File: src/rtl/pbuf_tagger.sv
module pbuf_tagger #(
  parameter int NBYTES = 16,
  parameter int TSW    = 64,
  parameter int STW    = 8
) (
  input  logic                      clk,
  input  logic                      rst_n,
  input  logic                      rx_valid,
  input  logic                      rx_start,
  input  logic [7:0]                rx_data,
  input  logic                      fid_strobe,
  input  logic [TSW-1:0]            ts_in,
  input  logic                      rd_ack,
  output logic [TSW+STW+NBYTES*8-1:0] rec_out,
  output logic                      rec_ready,
  output logic                      rec_err
);
  localparam int BW = NBYTES * 8;
  localparam int RW = TSW + STW + BW;
  localparam int CW = $clog2(NBYTES + 1);
  localparam logic [CW-1:0] LASTI = CW'(NBYTES - 1);

  logic [CW-1:0] cnt;
  logic [BW-1:0] asm_buf, pend_buf;
  logic [7:0]    sum;
  logic          pend, pend_cerr, fr_seen;
  logic [RW-1:0] rec;

  logic [CW-1:0] idx;
  logic          take, abort, last, publish;
  logic [7:0]    sum_base;

  assign idx      = rx_start ? '0 : cnt;
  assign take     = rx_valid && (rx_start || cnt != '0);
  assign abort    = rx_valid && rx_start && cnt != '0;
  assign last     = take && idx == LASTI;
  assign publish  = fid_strobe && pend;
  assign sum_base = (idx == '0) ? 8'd0 : sum;

  always_ff @(posedge clk) begin
    if (!rst_n) begin
      cnt     <= '0;
      sum     <= '0;
      asm_buf <= '0;
    end else if (take) begin
      asm_buf[idx*8 +: 8] <= rx_data;
      if (!last) sum <= sum_base + rx_data;
      cnt <= last ? '0 : idx + 1'b1;
    end
  end

  always_ff @(posedge clk) begin
    if (!rst_n) begin
      pend      <= 1'b0;
      pend_cerr <= 1'b0;
      pend_buf  <= '0;
    end else begin
      if (publish) pend <= 1'b0;
      if (last) begin
        pend      <= 1'b1;
        pend_cerr <= (sum != rx_data);
        pend_buf  <= asm_buf;
        pend_buf[BW-8 +: 8] <= rx_data;
      end
    end
  end

  always_ff @(posedge clk) begin
    if (!rst_n)       fr_seen <= 1'b0;
    else if (abort)   fr_seen <= 1'b1;
    else if (publish) fr_seen <= 1'b0;
  end

  always_ff @(posedge clk) begin
    if (!rst_n) begin
      rec       <= '0;
      rec_ready <= 1'b0;
    end else if (publish) begin
      rec       <= {ts_in, {(STW-3){1'b0}}, fr_seen, rec_ready && !rd_ack, pend_cerr, pend_buf};
      rec_ready <= 1'b1;
    end else if (rd_ack) begin
      rec_ready <= 1'b0;
    end
  end

  assign rec_out = rec;
  assign rec_err = rec[BW];

  AST_RDY_ON_FID: assert property (@(posedge clk) disable iff (!rst_n)
    $rose(rec_ready) |-> $past(fid_strobe));
  AST_ACK_CLEARS: assert property (@(posedge clk) disable iff (!rst_n)
    rd_ack && !fid_strobe |=> !rec_ready);
  AST_REC_HOLDS: assert property (@(posedge clk) disable iff (!rst_n)
    !fid_strobe |=> $stable(rec_out));
  AST_OVERRUN: assert property (@(posedge clk) disable iff (!rst_n)
    publish && rec_ready && !rd_ack |=> rec_out[BW+1]);
  AST_STRAY_BYTE: assert property (@(posedge clk) disable iff (!rst_n)
    rx_valid && !rx_start && cnt == '0 |=> cnt == '0);
endmodule

File: config.mk
export PLATFORM = sky130hd
export DESIGN_NAME = pbuf_tagger
export DESIGN_NICKNAME = d
export VERILOG_FILES = /design/src/rtl/pbuf_tagger.sv
export SDC_FILE = /design/constraint.sdc
export NUM_CORES = 1
export LEC_CHECK = 0
export CORE_MARGIN = 5
export CORE_UTILIZATION = 40
export DETAILED_ROUTE_END_ITERATION = 12
export PLACE_DENSITY = 0.67
export SKIP_LAST_GASP = 1
export SLEW_MARGIN = 20
export SYNTH_ARGS = -nofsm -noshare
export SYNTH_HDL_FRONTEND = slang
export SYNTH_SLANG_ARGS = --single-unit
File: constraint.sdc
create_clock -name clk -period 5.61 [get_ports clk]
set_input_delay 0.8415 -clock clk [delete_from_list [all_inputs] [get_ports clk]]
set_output_delay 0.8415 -clock clk [all_outputs]
set_load 0.02 [all_outputs]
==> impl_metrics.toml, run 1 <==
[grt]
grt_pass1_vias = 14000
grt_max_degree = 146
first_pass_grt_wire_length_mm = 75.7
global_route.overflow_total = 0
global_route_usage_over_all_layers_pct = 19.5
grt_antenna_before_repair = 0

[clock_tree]
insertion_delay_ns = 0.57
cts_setup_buffers = 0
cts_max_path_buffers = 3
cts_inserted_buffers = 49
post_cts_resized = 0
clock_sink_count = 460
cts_root_buffer = "sky130_fd_sc_hd__clkbuf_16"
worst_setup_hold_path_clk_slew_ns = 0.06
cts_hold_bufs = 0
clock_tree_from_tritoncts = "built"
number_of_h_tree_branching_levels = 2

[routing]
ant_nets = 0
drt-pass1-iter-count = 5
wirelength_met1_mm = 20.8
detail_route.iter0.violations = 925
route.met2.wl_mm = 23.0
drt_wl_total_mm = 47.8
dr_total_vias = 14300
avgRoutedWirePerCell_um = 16.8
routed-wl-met3_mm = 2.27
route.detailed.vias_per_inst = 5.04
post-route-drc-count = 0
dr.max_layer_used = "met4"

[final_layout]
area.growth.synth_to_final_pct = 26.5
antennaDiodeCount = 0
finish.cell_count_without_fillers = 2848
num-fill-cells = 3933
fin_util_pct = 51.3
layout-drive-gt1-share_pct = 4.85
finish.net_count = 2362

[yosys]
synth_common_cells = "838 x sky130_fd_sc_hd__nand2_1, 460 x sky130_fd_sc_hd__dfxtp_1, 339 x sky130_fd_sc_hd__a21oi_1, 118 x sky130_fd_sc_hd__mux2i_1, 116 x sky130_fd_sc_hd__clkbuf_1"
synth_top_cell_by_area = "sky130_fd_sc_hd__dfxtp_1"
netlist-cell-type-count = 55
mappedNetlistArea_um2 = 17100
synth_xor_xnor_area_share_pct = 0.615
synthDominantCellAreaShare_pct = 53.9
synth_compound_area_share_pct = 11.4
synth_enable_flop_cells = 0
synthesis.area_per_instance_um2 = 8.18
yosys_warnings = 0
yosysSeqAreaShare_pct = 53.9
adder_cell_area_share_of_the_yosys_netlist_pct = 0.850
synthTopCellsByArea = "sky130_fd_sc_hd__dfxtp_1 54%, sky130_fd_sc_hd__nand2_1 18%, sky130_fd_sc_hd__a21oi_1 9.9%, sky130_fd_sc_hd__mux2i_1 6.9%, sky130_fd_sc_hd__clkbuf_1 2.5%"
synth_most_common_cell = "sky130_fd_sc_hd__nand2_1"
yosys-mux-area-fraction_pct = 6.91
combinational_family_with_the_most_area_after_synthesis = "simple AND/OR/NAND/NOR gates"
ys_seq_elements = 460
synthesis.instances = 2089
yosys.area_share.simple_pct = 22.1
dominantRegCellSynth = "sky130_fd_sc_hd__dfxtp_1"
ys_async_sr_fraction_pct = 0

[setup_path]
critPathMaxFanout = 18
worst-setup-path-type = "input pin to flop"
critPathCaptureType = "flop"
critical_path.n_buffers_inverters = 3
critical_path.slowest_cell = "sky130_fd_sc_hd__or4b_2"
cells_along_the_critical_path = "clkdlybuf4s50_1 > buf_4 > nor2b_1 > inv_1 > ha_1 > o21a_1 > ha_1 > nor2b_1 > ha_1 > nor2b_1 > o31a_1 > o21ai_0 > or4b_2 > o221ai_1"
worstPathArrival_ns = 4.71
cp-start-kind = "input pin"
path_delay_family = "simple AND/OR/NAND/NOR gates"
critical_path_max_stage_delay_ns = 0.60
worstPathRequired_ns = 6.10

[timing]
grt_setup_unrepaired = "no"
timing.final.max_slew_violations = 0
fin_crit_ns = 4.22
final_cycle_utilization_of_the_critical_path_pct = 75.2
skew_ns = 0.0221
fmax_mhz = 237
worst_hold_slack_across_all_endpoints_ns = 0.449
final-setup-viol-count = 0
relSlewSlack_pct = 27.2
tightest_slew_ns = 1.09
timing_hold_violations_final = 0
setup_tns_ns = 0

[place]
dp.cells = 2761
place.gp.congestion = 0.828
detailed_place_hpwl_mm = 32.0
numPortBuffers = 274

[die]
placement_rows = 75
area_enclosed_by_the_die_boundary_um2 = 46900
num_io_pins = 280
fp.coreArea_um2 = 42100
floorplan.die.height_um = 217
die_width_um = 217
initial_core_util_pct = 40.5

[status]
status = "finished clean"

[pwr]
power_density_nw_per_um2 = 307
p_leak_uw = 0.00739
vdd_ir_drop_max_v = 0.000213

[min_path]
timing.hold.worst.class = "flop to flop"

[flow_run]
timing.max_cap.violations = 0
cell families (layout without fill, tap and decap cells):
| family | Yosys count | in the layout |
|---|---|---|
| and+or+nand+nor | 945 | 945 |
| AOI/OAI and AO/OA | 373 | 373 |
| DFF | 460 | 460 |
| adders and majority gates | 11 | 11 |
| buffers and inverters | 169 | 385 |
| other | 1 | 5 |
| muxes | 118 | 118 |
| xor gates and xnor gates | 12 | 12 |
final cells by class:
class / count / area, µm² / share of cell area [%]
Sequential cell: 460 / 9210 / 42.6
Multi-Input combinational cell: 1464 / 7220 / 33.4
Timing Repair Buffer: 288 / 2900 / 13.4
Clock buffer: 76 / 1470 / 6.79
Tap cell: 539 / 674 / 3.12
Clock inverter: 11 / 100 / 0.463
Inverter: 10 / 45.0 / 0.208
path summary, 6_finish.rpt:
path	start	to	slack, ns	cells after the start
min reg2reg	asm_buf[60]	pend_buf[60]	0.45	2
min	asm_buf[60]	pend_buf[60]	0.45	2
max reg2reg	cnt[0]	sum[6]	1.70	12
max	rx_start	sum[6]	1.39	14
routing by layer:
layer,up-vias,track usage (%)
li1,7164,-
met3,96,3.53
met1,6767,25.6
met5,-,0
met2,317,32.8
met4,0,6.57
flip-flops by register name (all words and copies together), names as in the netlist:
register,cells
sum,8
pend_cerr,1
rec_out,195
cnt,5
fr_seen,1
asm_buf,120
pend,1
pend_buf,128
rec_ready,1
per-stage QoR:
step	setup slack [ns]	power, µW	area (µm²)
after floorplan	1.64	3470	17100
after global placement	1.03	3570	20000
after detailed placement	0.868	3570	20000
after CTS	1.49	6700	21600
after global routing	1.18	6860	21600
final	1.39	6630	21600
where the power goes:
group	switching, µW	total [µW]	internal [µW]	leakage [µW]
Clock	1280	3130	1840	0.000773
Sequential	8.20	3280	3270	0.00370
Combinational	138	218	80.1	0.00291
worst register-to-register path: stages, from the launching register on:
cell and delay [ns]:
sky130_fd_sc_hd__dfxtp_1 0.57, sky130_fd_sc_hd__nor2b_1 0.51, sky130_fd_sc_hd__inv_1 0.12, sky130_fd_sc_hd__ha_1 0.32
sky130_fd_sc_hd__o21a_1 0.15, sky130_fd_sc_hd__ha_1 0.36, sky130_fd_sc_hd__nor2b_1 0.20, sky130_fd_sc_hd__ha_1 0.30
sky130_fd_sc_hd__nor2b_1 0.17, sky130_fd_sc_hd__o31a_1 0.27, sky130_fd_sc_hd__o21ai_0 0.18, sky130_fd_sc_hd__or4b_2 0.60
sky130_fd_sc_hd__o221ai_1 0.09
cells in the final DEF, fill, tap and decap left out, types with 5 or more instances in the layout:
master and n:
sky130_fd_sc_hd__nand2_1 836, sky130_fd_sc_hd__dfxtp_1 460, sky130_fd_sc_hd__a21oi_1 339, sky130_fd_sc_hd__clkdlybuf4s50_1 273, sky130_fd_sc_hd__mux2i_1 118, sky130_fd_sc_hd__clkbuf_16 49
sky130_fd_sc_hd__nor2_1 26, sky130_fd_sc_hd__nand3_1 18, sky130_fd_sc_hd__clkbuf_8 14, sky130_fd_sc_hd__clkbuf_1 13, sky130_fd_sc_hd__nor2b_1 12, sky130_fd_sc_hd__buf_4 11
sky130_fd_sc_hd__ha_1 10, sky130_fd_sc_hd__inv_1 9, sky130_fd_sc_hd__xor2_1 8, sky130_fd_sc_hd__or3_1 7, sky130_fd_sc_hd__nor3_1 6, sky130_fd_sc_hd__o21ai_0 6
sky130_fd_sc_hd__and3_1 6, sky130_fd_sc_hd__nand2b_1 5, sky130_fd_sc_hd__conb_1 5, sky130_fd_sc_hd__clkinv_2 5
Note: power is estimated with default switching activity, not from simulation.
==> run 2, diff against run 1 <==
Clock period 5.61 ns to 4.4 ns, I/O delays scaled along.
==> impl_metrics.toml, run 2 (synthesized netlist as in run 1, its figures left out) <==
[status]
status = "finished clean"

[clock_tree]
cts_max_path_buffers = 3
clock_tree_from_tritoncts = "built"
cts_root_buffer = "sky130_fd_sc_hd__clkbuf_16"
insertion_delay_ns = 0.57
clock_sink_count = 460
cts_setup_buffers = 0
cts_inserted_buffers = 48
cts_hold_bufs = 0
number_of_h_tree_branching_levels = 2
worst_setup_hold_path_clk_slew_ns = 0.06
post_cts_resized = 0

[die]
area_enclosed_by_the_die_boundary_um2 = 46900
placement_rows = 75
num_io_pins = 280
fp.coreArea_um2 = 42100
initial_core_util_pct = 40.5
floorplan.die.height_um = 217
die_width_um = 217

[grt]
globalRoute.busiestLayer = "met2"
global_route_usage_over_all_layers_pct = 19.6
grt_util_met1_pct = 25.5
global_route.overflow_total = 0
use_met2_pct = 33.0
grt_max_degree = 238
grt_use_met3_pct = 3.40
grt_antenna_before_repair = 0
first_pass_grt_wire_length_mm = 75.6
grt_pass1_vias = 14000

[routing]
route.detailed.vias_per_inst = 5.01
post-route-drc-count = 0
detail_route.iter0.violations = 810
drt-pass1-iter-count = 7
ant_nets = 0
dr_total_vias = 14300
drt_wl_total_mm = 47.5
avgRoutedWirePerCell_um = 16.6

[final_layout]
layout-drive-gt1-share_pct = 5.57
mostFrequentLayoutCells = "836 x sky130_fd_sc_hd__nand2_1, 460 x sky130_fd_sc_hd__dfxtp_1, 339 x sky130_fd_sc_hd__a21oi_1"
num-fill-cells = 3891
area.growth.synth_to_final_pct = 27.6
largest_register_ffs = 195
finish.net_count = 2370
layout.cells.most_common = "sky130_fd_sc_hd__nand2_1"
finalInstanceArea_um2 = 21800
antennaDiodeCount = 0

[timing]
final_cycle_utilization_of_the_critical_path_pct = 75.8
fin_crit_ns = 3.33
tightest_slew_ns = 1.02
relSlewSlack_pct = 32.0
worst_hold_slack_across_all_endpoints_ns = 0.451
setup_tns_ns = 0
skew_ns = 0.0160
setup_slack_ns = 1.07
timing_hold_violations_final = 0
grt_setup_unrepaired = "no"
timing.final.max_slew_violations = 0
final-setup-viol-count = 0
fmax_mhz = 300

[min_path]
timing.hold.worst.class = "flop to flop"

[setup_path]
setup.worst_path.start = "cnt[0]"
cp-start-kind = "flop"
critical_path_max_stage_delay_ns = 0.61
worst-setup-path-type = "flop to flop"
reg_to_reg_start = "cnt[0]"
timing.reg2reg.worst_path_depth = 12
cells_along_the_critical_path = "nor2b_1 > inv_1 > ha_1 > o21a_1 > ha_1 > nor2b_1 > ha_1 > nor2b_1 > o31a_1 > o21ai_0 > or4b_2 > o221ai_1"
regToRegEndpoint = "sum[6]"
critPathMaxFanout = 13
worstPathArrival_ns = 3.82
critPathCaptureType = "flop"
worstPathRequired_ns = 4.88
critical_path.slowest_cell = "sky130_fd_sc_hd__dfxtp_1"
worst-r2r-setup-slack_ns = 1.07
crit_path_end = "sum[6]"

[place]
area_post_placement_um2 = 20100
place.gp.congestion = 0.808
detailed_place_hpwl_mm = 31.8
numPortBuffers = 274
pre_cts_ws_ns = 0.533

[flow_run]
timing.max_cap.violations = 0

[pwr]
design_power_total_uw = 8670
p_leak_uw = 0.00749
power_density_nw_per_um2 = 398
vdd_ir_drop_max_v = 0.000266
run 2: cell count changes in the layout (fill, tap and decap cells not counted), sizes merged:
cell,change
buf,+9
bufinv,+4
clkbuf,-10
clkinv,+3
clkinvlp,+2
run 2: worst min path at each step:
stage	start	endpoint	slack, ns	depth (start not counted)
floorplan	asm_buf[0]	pend_buf[0]	0.43	2
global placement	rec_out[151]	rec_out[151]	0.44	2
detailed placement	pend_buf[116]	rec_out[116]	0.45	2
CTS	pend_buf[1]	rec_out[1]	0.44	2
global route	pend_buf[125]	pend_buf[125]	0.47	2
finish	pend_buf[59]	rec_out[59]	0.45	2
run 2: metal layers:
metal	share of wire, %	up-vias
met5	0	-
met4	3.2	0
met3	4.5	92
met2	48	285
met1	44	6767
li1	-	7177
run 2: final cells by class:
type / instances / area [µm²] / share of cell area, %
sequential: 460 / 9210 / 42.2
timing repair buffer: 297 / 2990 / 13.7
clock buffer: 66 / 1420 / 6.51
clock inverter: 20 / 244 / 1.12
inverter: 10 / 45.0 / 0.207
multi-input combinational: 1464 / 7220 / 33.1
tap: 539 / 674 / 3.09
run 2: power breakdown:
part / total [µW] / switching (µW) / internal [µW]
clock: 4200 / 1650 / 2550
combinational: 282 / 176 / 106
sequential: 4190 / 10.6 / 4170
total: 8670 / 1840 / 6830
run 2: critical path, delay by kind of cell (launching register included):
kind,cells,cell delay (ns)
simple gates,4,1.16
buf+inv,1,0.08
flops,1,0.61
compound gates,4,0.63
fa+ha+maj,3,0.77
run 2: metrics by stage:
| step | util (%) | std cells |
|---|---|---|
| final | 51.7 | 2856 |
| after global placement | 47.8 | 2770 |
| after global routing | 51.7 | 2856 |
| after floorplan | - | 2093 |
| after detailed placement | 47.8 | 2770 |
| after CTS | 51.7 | 2856 |
==> run 3, diff against run 2 <==
Settings changed: PLACE_DENSITY 0.67 to 0.69.
Clock period 4.4 ns to 2.95 ns, I/O delays scaled along.
==> impl_metrics.toml, run 3 (synthesized netlist as in run 1, its figures left out) <==
[status]
status = "finished clean"

[timing]
fmax_mhz = 357
setup_tns_ns = 0
final-setup-viol-count = 0
setup_slack_ns = 0.147
skew_ns = 0.0118
final_cycle_utilization_of_the_critical_path_pct = 95.0
relSlewSlack_pct = 52.1
grt_setup_unrepaired = "yes"
fin_crit_ns = 2.80
timing.final.max_slew_violations = 0
tightest_slew_ns = 0.719
timing_hold_violations_final = 0

[final_layout]
antennaDiodeCount = 0
finish.net_count = 2427
layout-drive-gt1-share_pct = 7.67
finalInstanceArea_um2 = 22300
mostFrequentLayoutCells = "836 x sky130_fd_sc_hd__nand2_1, 460 x sky130_fd_sc_hd__dfxtp_1, 339 x sky130_fd_sc_hd__a21oi_1"
largest_register_ffs = 195
layout.cells.most_common = "sky130_fd_sc_hd__nand2_1"
area.growth.synth_to_final_pct = 30.7
num-fill-cells = 3834
finish.cell_count_without_fillers = 2912

[pwr]
power_density_nw_per_um2 = 566
p_leak_uw = 0.00776
vdd_ir_drop_max_v = 0.000311
switching_share_pct = 21.1
share_comb_of_total_power_pct = 3.6
power.share.clock_pct = 47.0
net_sw_power_uw = 2670
internal-power_uw = 9970
power_frac_seq_pct = 49.3

[grt]
grt_antenna_before_repair = 0
first_pass_grt_wire_length_mm = 76.4
grt_pass1_vias = 14200
grt_max_degree = 112
global_route.overflow_total = 0
global_route_usage_over_all_layers_pct = 19.8

[setup_path]
critPathMaxFanout = 5
worstPathArrival_ns = 3.29
reg_to_reg_start = "cnt[0]"
critical_path.slowest_cell = "sky130_fd_sc_hd__clkdlybuf4s50_1"
worst-setup-path-type = "input pin to flop"
worstPathRequired_ns = 3.44
timing.reg2reg.worst_path_depth = 14
cells_along_the_critical_path = "clkdlybuf4s50_1 > inv_1 > nand2_1 > ha_4 > o21a_1 > ha_2 > nor2b_1 > ha_1 > inv_1 > fa_2 > nor2b_4 > o31a_1 > o21ai_1 > or4b_4 > o221ai_2"
critical_path.n_buffers_inverters = 3
cp-start-kind = "input pin"
most_frequent_cp_cell = "sky130_fd_sc_hd__inv_1"
worst-r2r-setup-slack_ns = 0.23
regToRegEndpoint = "sum[6]"
critical_path_max_stage_delay_ns = 0.50
critPathCaptureType = "flop"
path_delay_family = "adder cells"

[die]
floorplan.die.height_um = 217
die_width_um = 217
initial_core_util_pct = 40.5
area_enclosed_by_the_die_boundary_um2 = 46900
placement_rows = 75
num_io_pins = 280
fp.coreArea_um2 = 42100

[min_path]
min_path_cells = 3
hold_start = "ts_in[4]"
hold_path_end = "rec_out[140]"
timing.hold.worst.class = "input pin to flop"

[clock_tree]
insertion_delay_ns = 0.57
clock_sink_count = 460
cts_root_buffer = "sky130_fd_sc_hd__clkbuf_16"
number_of_h_tree_branching_levels = 2
worst_setup_hold_path_clk_slew_ns = 0.06
cts_max_path_buffers = 3
cts_inserted_buffers = 48
clock_tree_from_tritoncts = "built"

[routing]
dr_total_vias = 14700
drt_wl_total_mm = 48.5
ant_nets = 0
post-route-drc-count = 0
route.detailed.vias_per_inst = 5.04
avgRoutedWirePerCell_um = 16.7
drt-pass1-iter-count = 7
detail_route.iter0.violations = 970

[place]
numPortBuffers = 274
pre_cts_ws_ns = -0.413
dp.cells = 2827
detailed_place_hpwl_mm = 34.0
area_post_placement_um2 = 20800
place.gp.congestion = 0.905

[flow_run]
timing.max_cap.violations = 0
==> run 3: tightest hold or removal path: cells and delay by family <==
| family | cells | cell delay (ns) |
|---|---|---|
| simple gates | 1 | 0.05 |
| compound gates | 1 | 0.05 |
| buf+inv | 1 | 0.39 |
==> run 3: per-layer routing <==
metal | track usage [%] | part of all wire [%] | vias up
li1 | - | - | 7292
met5 | 0 | 0 | -
met1 | 25.4 | 44 | 6961
met4 | 6.64 | 3.1 | 0
met2 | 33.7 | 48 | 326
met3 | 3.71 | 4.9 | 93
==> run 3: worst max-delay path by stage <==
stage,depth (start not counted),slack [ns],to,start
CTS,13,0.17,sum[7],cnt[0]
floorplan,16,-0.17,sum[6],rx_start
global placement,15,-0.32,sum[6],rx_start
global route,15,-0.002,sum[6],rx_start
finish,15,0.15,sum[6],rx_start
detailed placement,15,-0.41,sum[6],rx_start
==> run 3: repair_timing <==
action,4_1_cts,5_1_grt
endpoints found under the setup margin,0,1
setup buffers,0,0
resized for setup,0,4
hold buffers,0,0
==> run 3: power by group through the flow <==
stage / registers, µW / logic [µW] / clock network (µW)
floorplan: 6370 / 239 / 0
global placement: 6380 / 448 / 0
detailed placement: 6380 / 456 / 0
CTS: 6240 / 457 / 6100
global route: 6240 / 496 / 6340
finish: 6240 / 461 / 5950
==> run 3: final cells by class <==
cell class                      count  area (µm²)  area share (%)
Sequential cell                   460        9210            41.2
Clock buffer                       74        1420            6.36
Multi-Input combinational cell   1464        7260            32.5
Tap cell                          539         674            3.02
Inverter                           10        45.0           0.202
Clock inverter                     11         138           0.616
Timing Repair Buffer              354        3580            16.0
==> run 3: stage by stage <==
| step | hold WS [ns] | utilization, % | power (µW) |
|---|---|---|---|
| after floorplan | 0.432 | - | 6610 |
| after global placement | 0.441 | 49.3 | 6820 |
| after detailed placement | 0.445 | 49.3 | 6830 |
| after CTS | 0.397 | 53.0 | 12800 |
| after global routing | 0.424 | 53.0 | 13100 |
| final | 0.426 | 53.0 | 12600 |
